--- src/rtl/sram_seq_pkg.sv ---
package sram_seq_pkg;

  typedef enum logic [2:0] {
    ST_IDLE,
    ST_RD,
    ST_WTURN,
    ST_WPULSE,
    ST_WREC,
    ST_DONE
  } seqState_t;

  typedef struct packed {
    logic csN;
    logic weN;
    logic oeN;
    logic drvEn;
  } pinCtl_t;

  typedef struct packed {
    logic load;
    logic capture;
  } dpStrobe_t;

  function automatic int nsToCyc(input int ns, input int periodNs);
    int c;
    c = (ns + periodNs - 1) / periodNs;
    return (c < 1) ? 1 : c;
  endfunction

  function automatic int maxOf(input int a, input int b);
    return (a > b) ? a : b;
  endfunction

endpackage

--- src/rtl/sram_seq_ctrl.sv ---
module sram_seq_ctrl
  import sram_seq_pkg::*;
#(
  parameter int RD_CYC   = 1,
  parameter int WP_CYC   = 1,
  parameter int REC_CYC  = 0,
  parameter int TURN_CYC = 1
) (
  input  logic      clk,
  input  logic      rstN,
  input  logic      req,
  input  logic      wrFlag,
  output pinCtl_t   pin,
  output dpStrobe_t strb,
  output logic      ready,
  output logic      done
);

  localparam int CNT_MAX = maxOf(maxOf(RD_CYC, WP_CYC), maxOf(REC_CYC, 1));
  localparam int CNT_W   = $clog2(CNT_MAX + 1);
  localparam int TURN_W  = $clog2(TURN_CYC + 1);
  localparam logic [CNT_W-1:0]  RD_LOAD   = CNT_W'(RD_CYC - 1);
  localparam logic [CNT_W-1:0]  WP_LOAD   = CNT_W'(WP_CYC - 1);
  localparam logic [CNT_W-1:0]  REC_LOAD  = CNT_W'((REC_CYC > 0) ? REC_CYC - 1 : 0);
  localparam logic [TURN_W-1:0] TURN_LOAD = TURN_W'(TURN_CYC);

  seqState_t state, stateNxt;
  logic [CNT_W-1:0]  cnt, cntNxt;
  logic [TURN_W-1:0] turnCnt;
  logic turnLoad;
  pinCtl_t pinQ;

  function automatic pinCtl_t pinsFor(input seqState_t s);
    pinCtl_t p;
    p = '{csN: 1'b1, weN: 1'b1, oeN: 1'b1, drvEn: 1'b0};
    case (s)
      ST_RD:     begin p.csN = 1'b0; p.oeN = 1'b0; end
      ST_WPULSE: begin p.csN = 1'b0; p.weN = 1'b0; p.drvEn = 1'b1; end
      default:   ;
    endcase
    return p;
  endfunction

  always_comb begin
    stateNxt = state;
    cntNxt   = cnt;
    turnLoad = 1'b0;
    strb     = '0;
    case (state)
      ST_IDLE: begin
        if (req) begin
          strb.load = 1'b1;
          if (!wrFlag) begin
            stateNxt = ST_RD;
            cntNxt   = RD_LOAD;
          end else if (turnCnt > TURN_W'(1)) begin
            stateNxt = ST_WTURN;
          end else begin
            stateNxt = ST_WPULSE;
            cntNxt   = WP_LOAD;
          end
        end
      end
      ST_RD: begin
        if (cnt == '0) begin
          strb.capture = 1'b1;
          turnLoad     = 1'b1;
          stateNxt     = ST_DONE;
        end else begin
          cntNxt = cnt - 1'b1;
        end
      end
      ST_WTURN: begin
        if (turnCnt <= TURN_W'(1)) begin
          stateNxt = ST_WPULSE;
          cntNxt   = WP_LOAD;
        end
      end
      ST_WPULSE: begin
        if (cnt == '0) begin
          if (REC_CYC > 0) begin
            stateNxt = ST_WREC;
            cntNxt   = REC_LOAD;
          end else begin
            stateNxt = ST_DONE;
          end
        end else begin
          cntNxt = cnt - 1'b1;
        end
      end
      ST_WREC: begin
        if (cnt == '0) stateNxt = ST_DONE;
        else           cntNxt   = cnt - 1'b1;
      end
      ST_DONE: stateNxt = ST_IDLE;
      default: stateNxt = ST_IDLE;
    endcase
  end

  always_ff @(posedge clk or negedge rstN) begin
    if (!rstN) begin
      state   <= ST_IDLE;
      cnt     <= '0;
      turnCnt <= '0;
      pinQ    <= '{csN: 1'b1, weN: 1'b1, oeN: 1'b1, drvEn: 1'b0};
    end else begin
      state <= stateNxt;
      cnt   <= cntNxt;
      pinQ  <= pinsFor(stateNxt);
      if (turnLoad)            turnCnt <= TURN_LOAD;
      else if (turnCnt != '0)  turnCnt <= turnCnt - 1'b1;
    end
  end

  assign pin   = pinQ;
  assign ready = (state == ST_IDLE);
  assign done  = (state == ST_DONE);


  wr_oe_high_chk: assert property (@(posedge clk) disable iff (!rstN)
    !pinQ.weN |-> (pinQ.oeN && !pinQ.csN));


  drv_turn_chk: assert property (@(posedge clk) disable iff (!rstN)
    $rose(pinQ.drvEn) |-> (turnCnt == '0));


  done_pulse_chk: assert property (@(posedge clk) disable iff (!rstN)
    done |=> !done);


  accept_busy_chk: assert property (@(posedge clk) disable iff (!rstN)
    (ready && req) |=> !ready);


  capture_sel_chk: assert property (@(posedge clk) disable iff (!rstN)
    strb.capture |-> (!pinQ.csN && !pinQ.oeN && pinQ.weN));


  idle_ctl_chk: assert property (@(posedge clk) disable iff (!rstN)
    ready |-> (pinQ.csN && pinQ.weN && pinQ.oeN && !pinQ.drvEn));

endmodule

--- src/rtl/sram_seq_dp.sv ---
module sram_seq_dp
  import sram_seq_pkg::*;
#(
  parameter int ADDR_W = 19,
  parameter int DATA_W = 8
) (
  input  logic              clk,
  input  logic              rstN,
  input  dpStrobe_t         strb,
  input  pinCtl_t           pin,
  input  logic [ADDR_W-1:0] hostAddr,
  input  logic [DATA_W-1:0] hostWdata,
  input  logic [DATA_W-1:0] memDin,
  output logic [ADDR_W-1:0] memAddr,
  output logic [DATA_W-1:0] memDout,
  output logic [DATA_W-1:0] hostRdata
);

  logic [ADDR_W-1:0] addrQ;
  logic [DATA_W-1:0] wdataQ;
  logic [DATA_W-1:0] rdataQ;

  always_ff @(posedge clk or negedge rstN) begin
    if (!rstN) begin
      addrQ  <= '0;
      wdataQ <= '0;
      rdataQ <= '0;
    end else begin
      if (strb.load) begin
        addrQ  <= hostAddr;
        wdataQ <= hostWdata;
      end
      if (strb.capture) rdataQ <= memDin;
    end
  end

  assign memAddr   = addrQ;
  assign memDout   = wdataQ;
  assign hostRdata = rdataQ;


  drv_data_stable_chk: assert property (@(posedge clk) disable iff (!rstN)
    (pin.drvEn && $past(pin.drvEn)) |-> $stable(memDout));


  rd_addr_stable_chk: assert property (@(posedge clk) disable iff (!rstN)
    (!pin.oeN && $past(!pin.oeN)) |-> $stable(memAddr));

endmodule

--- src/rtl/sram_seq.sv ---
module sram_seq
  import sram_seq_pkg::*;
#(
  parameter int ADDR_W    = 19,
  parameter int DATA_W    = 8,
  parameter int CLK_NS    = 20,
  parameter int T_RC_NS   = 20,
  parameter int T_AA_NS   = 20,
  parameter int T_OE_NS   = 9,
  parameter int T_WP_NS   = 14,
  parameter int T_CW_NS   = 14,
  parameter int T_DW_NS   = 10,
  parameter int T_WC_NS   = 20,
  parameter int T_TURN_NS = 9
) (
  input  logic              clk,
  input  logic              rstN,
  input  logic              hostReq,
  input  logic              hostWrite,
  input  logic [ADDR_W-1:0] hostAddr,
  input  logic [DATA_W-1:0] hostWdata,
  output logic [DATA_W-1:0] hostRdata,
  output logic              hostReady,
  output logic              hostDone,
  output logic              memCsN,
  output logic              memWeN,
  output logic              memOeN,
  output logic [ADDR_W-1:0] memAddr,
  output logic [DATA_W-1:0] memDout,
  output logic              memDrvEn,
  input  logic [DATA_W-1:0] memDin
);

  localparam int RD_CYC = maxOf(maxOf(nsToCyc(T_RC_NS, CLK_NS), nsToCyc(T_AA_NS, CLK_NS)),
                                nsToCyc(T_OE_NS, CLK_NS));
  localparam int WP_CYC = maxOf(maxOf(nsToCyc(T_WP_NS, CLK_NS), nsToCyc(T_CW_NS, CLK_NS)),
                                nsToCyc(T_DW_NS, CLK_NS));
  localparam int WC_CYC   = nsToCyc(T_WC_NS, CLK_NS);
  localparam int REC_CYC  = (WC_CYC > WP_CYC) ? WC_CYC - WP_CYC : 0;
  localparam int TURN_CYC = nsToCyc(T_TURN_NS, CLK_NS);

  pinCtl_t   pin;
  dpStrobe_t strb;

  sram_seq_ctrl #(
    .RD_CYC  (RD_CYC),
    .WP_CYC  (WP_CYC),
    .REC_CYC (REC_CYC),
    .TURN_CYC(TURN_CYC)
  ) i_ctrl (
    .clk   (clk),
    .rstN  (rstN),
    .req   (hostReq),
    .wrFlag(hostWrite),
    .pin   (pin),
    .strb  (strb),
    .ready (hostReady),
    .done  (hostDone)
  );

  sram_seq_dp #(
    .ADDR_W(ADDR_W),
    .DATA_W(DATA_W)
  ) i_dp (
    .clk      (clk),
    .rstN     (rstN),
    .strb     (strb),
    .pin      (pin),
    .hostAddr (hostAddr),
    .hostWdata(hostWdata),
    .memDin   (memDin),
    .memAddr  (memAddr),
    .memDout  (memDout),
    .hostRdata(hostRdata)
  );

  assign memCsN   = pin.csN;
  assign memWeN   = pin.weN;
  assign memOeN   = pin.oeN;
  assign memDrvEn = pin.drvEn;

endmodule

--- config.mk ---
export PLATFORM = sky130hd
export DESIGN_NAME = sram_seq
export DESIGN_NICKNAME = d
export VERILOG_FILES = /design/src/rtl/sram_seq_pkg.sv /design/src/rtl/sram_seq_ctrl.sv /design/src/rtl/sram_seq_dp.sv /design/src/rtl/sram_seq.sv
export SDC_FILE = /design/constraint.sdc
export NUM_CORES = 1
export LEC_CHECK = 0
export BUFFER_PORTS_ARGS = -buffer_cell sky130_fd_sc_hd__buf_2
export CORE_AREA = 2 2 79 81
export CTS_CLUSTER_DIAMETER = 200
export DETAILED_ROUTE_END_ITERATION = 8
export DIE_AREA = 0 0 81 83
export PLACE_DENSITY = 0.55
export SLEW_MARGIN = 0
export SYNTH_ARGS = -nofsm -noshare
export SYNTH_HDL_FRONTEND = slang
export SYNTH_HIERARCHICAL = 1
export SYNTH_SLANG_ARGS = --single-unit
--- constraint.sdc ---
create_clock -name clk -period 2.1 [get_ports clk]
set_input_delay 0.105 -clock clk [delete_from_list [all_inputs] [get_ports clk]]
set_output_delay 0.105 -clock clk [all_outputs]
set_load 0.02 [all_outputs]
==> flow_metrics.py <==
metrics = {
    "yosys": {
        "synth_area_per_cell_um2": 17.1,
        "netlist_area_um2": 1690,
        "synthTopCellsByArea": "dfrtp_1, mux2_4, mux2_2",
        "synthXorXnorAreaFrac_pct": 0,
        "synth_compound_area_share_pct": 0.887,
        "synth_area_leader_cell": "dfrtp_1",
        "mappedNetlistNets": 138,
        "synth_edf_count": 0,
        "yosys.area_share.adder_pct": 0,
        "synthMuxAreaShare_pct": 28.3,
        "ys_seq_elements": 42,
        "yosysMostFrequentCell": "dfrtp_1",
        "yosysSeqAreaShare_pct": 62.3,
        "synth_flop_cell": "dfrtp_1",
        "ys_async_sr_fraction_pct": 100,
        "ys_types": 21,
        "synthSimpleGateAreaFrac_pct": 4.07,
        "synth_top_family_by_area": "multiplexers",
        "ys_warn_count": 6,
        "synth_common_cells": "dfrtp_1, mux2_4, mux2_2, dfstp_2, nor3_1",
        "syn-instance-count": 99,
        "synth_top_area_share_pct": 57.6,
    },
    "finish": {
        "fill_cells": 574,
        "fin_nets": 222,
        "regArea_um2": 1050,
        "diodes": 0,
        "area_growth_pct": 32.8,
        "multi_input_area_um2": 564,
        "drive_above_1_share_pct": 70.1,
    },
    "global_route": {
        "antenna_found_initial": 0,
        "grt_pass1_vias": 1114,
        "grt_usage_pct": 9.88,
        "grt_max_degree": 43,
        "grt_pass1_wl_mm": 5.22,
        "overflow": 0,
    },
    "critical_path": {
        "crit_type": "register to register",
        "critical-path-slowest-cell": "dfrtp_1",
        "crit_start": "i_ctrl/state[0]",
        "crit_buf_inv": 1,
        "critPathArrivalTime_ps": 1930,
        "required_ps": 2270,
        "r2r_start": "i_ctrl/state[0]",
        "regToRegSetupSlack_ps": 340,
        "path_max_fanout": 17,
        "crit_chain": "nor3_2 -> and2_2 -> buf_12 -> mux2_4",
        "cpPeakStageDelay_ps": 450,
        "endpoint_kind": "register",
        "critPathTopFamily": "simple AND/OR/NAND/NOR gates",
        "worst_setup_path_start_kind": "register",
    },
    "sta": {
        "rsz0062_at_grt": "false",
        "min_period_ps": 1760,
        "finalSetupViolCount": 0,
        "timing.final.ws_setup_ps": 337,
        "worstMarginPinSlew_ps": 520,
        "drv_slew": 0,
        "hold_viol": 0,
        "min_period_over_period_pct": 84.0,
        "worst_hold_slack_ps": 19.2,
        "finClkSkew_ps": 4.51,
        "fmax_ghz": 0.567,
        "slew_headroom_pct": 65.3,
        "setup_tns_ps": 0,
    },
    "routing": {
        "routedWlPerCell_um": 12.8,
        "maxUsedRoutingLayer": "met4",
        "ant_nets": 0,
        "route.vias.total": 1081,
        "drt-met1-wl_mm": 1.59,
        "drt_iter0_markers": 14,
        "routed_wl_mm": 3.31,
        "dr_wl_met2_mm": 1.39,
        "firstDrtPassIters": 3,
        "vias_per_cell": 4.17,
        "drcViolationCount": 0,
        "wl_met3_um": 306,
    },
    "floorplan": {
        "die_area_um2": 6720,
        "core_um2": 5820,
        "initial_core_util_pct": 29.1,
        "die_x_um": 81,
        "io_pins": 80,
        "rows": 28,
        "die_h_um": 83,
    },
    "pwr": {
        "p_leak_nw": 1.11,
        "vdd_drop_max_v": 0.000591,
        "power.density_nw_per_um2": 1630,
        "finalPower_mw": 3.66,
    },
    "place": {
        "preCtsSetupSlack_ps": 342,
        "place.gp.congestion": 0.743,
        "portBuffers": 79,
        "place_hpwl_mm": 2.39,
    },
    "clock_network": {
        "clock_path_buffers": 2,
        "cts_buffers": 5,
        "insertion_delay_ps": 280,
        "cts_sinks": 42,
        "clockRootBuffer": "clkbuf_8",
        "cts_hold_buf": 1,
        "cts_tree": "built",
        "cts.repair.resized": 0,
        "htreeDepth": 2,
        "cts_setup_buffers": 0,
        "path_clk_slew_ps": 80,
    },
    "flow_run": {
        "cap_viol_max_count": 0,
    },
    "worst_hold_path": {
        "worstHoldStart": "hostReq",
        "hold_class": "primary input to register",
    },
    "run_status": {
        "status": "completed",
    },
}
stage by stage:
step           utilization [%]  cell area, um2  std cells
2_1_floorplan                -            1690         99
3_3_place_gp              36.9            2150        250
3_5_place_dp              36.9            2150        250
4_1_cts                   38.7            2250        259
5_1_grt                   38.7            2250        259
6_report                  38.7            2250        259
sequential cells by signal, indices dropped and copies added (netlist names):
name,cells
i_ctrl/pin,4
i_dp/hostRdata,8
i_ctrl/state,3
i_dp/memAddr,19
i_dp/memDout,8
report_power, final:
group / switching [mW] / internal (mW)
sequential: 0.230 / 1.20
combinational: 0.878 / 0.828
clock: 0.258 / 0.265
cell type report:
cell class / count / area share (%)
well taps: 75 / 4.17
repair buffers: 83 / 19.6
clock buffers: 7 / 3.84
inverters: 1 / 0.167
multi-input cells: 50 / 25.1
clock inverters: 1 / 0.223
flip-flops and latches: 42 / 46.9
cell usage in the layout, fill, tap and decap left out:
cell / n
nor2_1: 1
dfstp_2: 3
buf_4: 2
a21oi_1: 2
and2_2: 1
nand3b_1: 1
o21ai_0: 1
buf_2: 79
clkinv_2: 1
nor3_1: 3
buf_12: 1
nor3b_1: 1
clkbuf_1: 1
inv_1: 1
mux2i_1: 1
mux2_4: 20
nand2b_1: 1
or2_1: 1
dlygate4sd3_1: 1
mux2_2: 15
clkbuf_8: 6
dfrtp_1: 39
nor4_1: 1
nor3_2: 1
per-layer routing:
| metal | GRT usage (%) | up-vias |
|---|---|---|
| met5 | 0 | - |
| li1 | - | 509 |
| met1 | 13.4 | 511 |
| met3 | 3.80 | 4 |
| met2 | 14.9 | 57 |
| met4 | 2.31 | 0 |
worst reg2reg max path, cell delays in order, from the launching register on:
cell and delay [ps]:
dfrtp_1 450, nor3_2 260, and2_2 390, buf_12 230
mux2_4 320
final timing paths:
path	endpoint	cells after the start
setup / recovery	i_dp/memDout[6]	4
hold / removal	i_ctrl/pin[1]	2
setup reg to reg	i_dp/memDout[6]	4
hold reg to reg	i_dp/hostRdata[1]	1
max in group asynchronous	i_ctrl/pin[3]	3
min in group asynchronous	i_dp/memAddr[3]	3
cell families (layout without fill, tap and decap cells):
group,Yosys count,count (layout)
mux,36,36
buf+inv,7,92
flops,42,42
simple gates,11,11
compound gates,3,3
No activity file was read; power rests on OpenSTA's default activity.
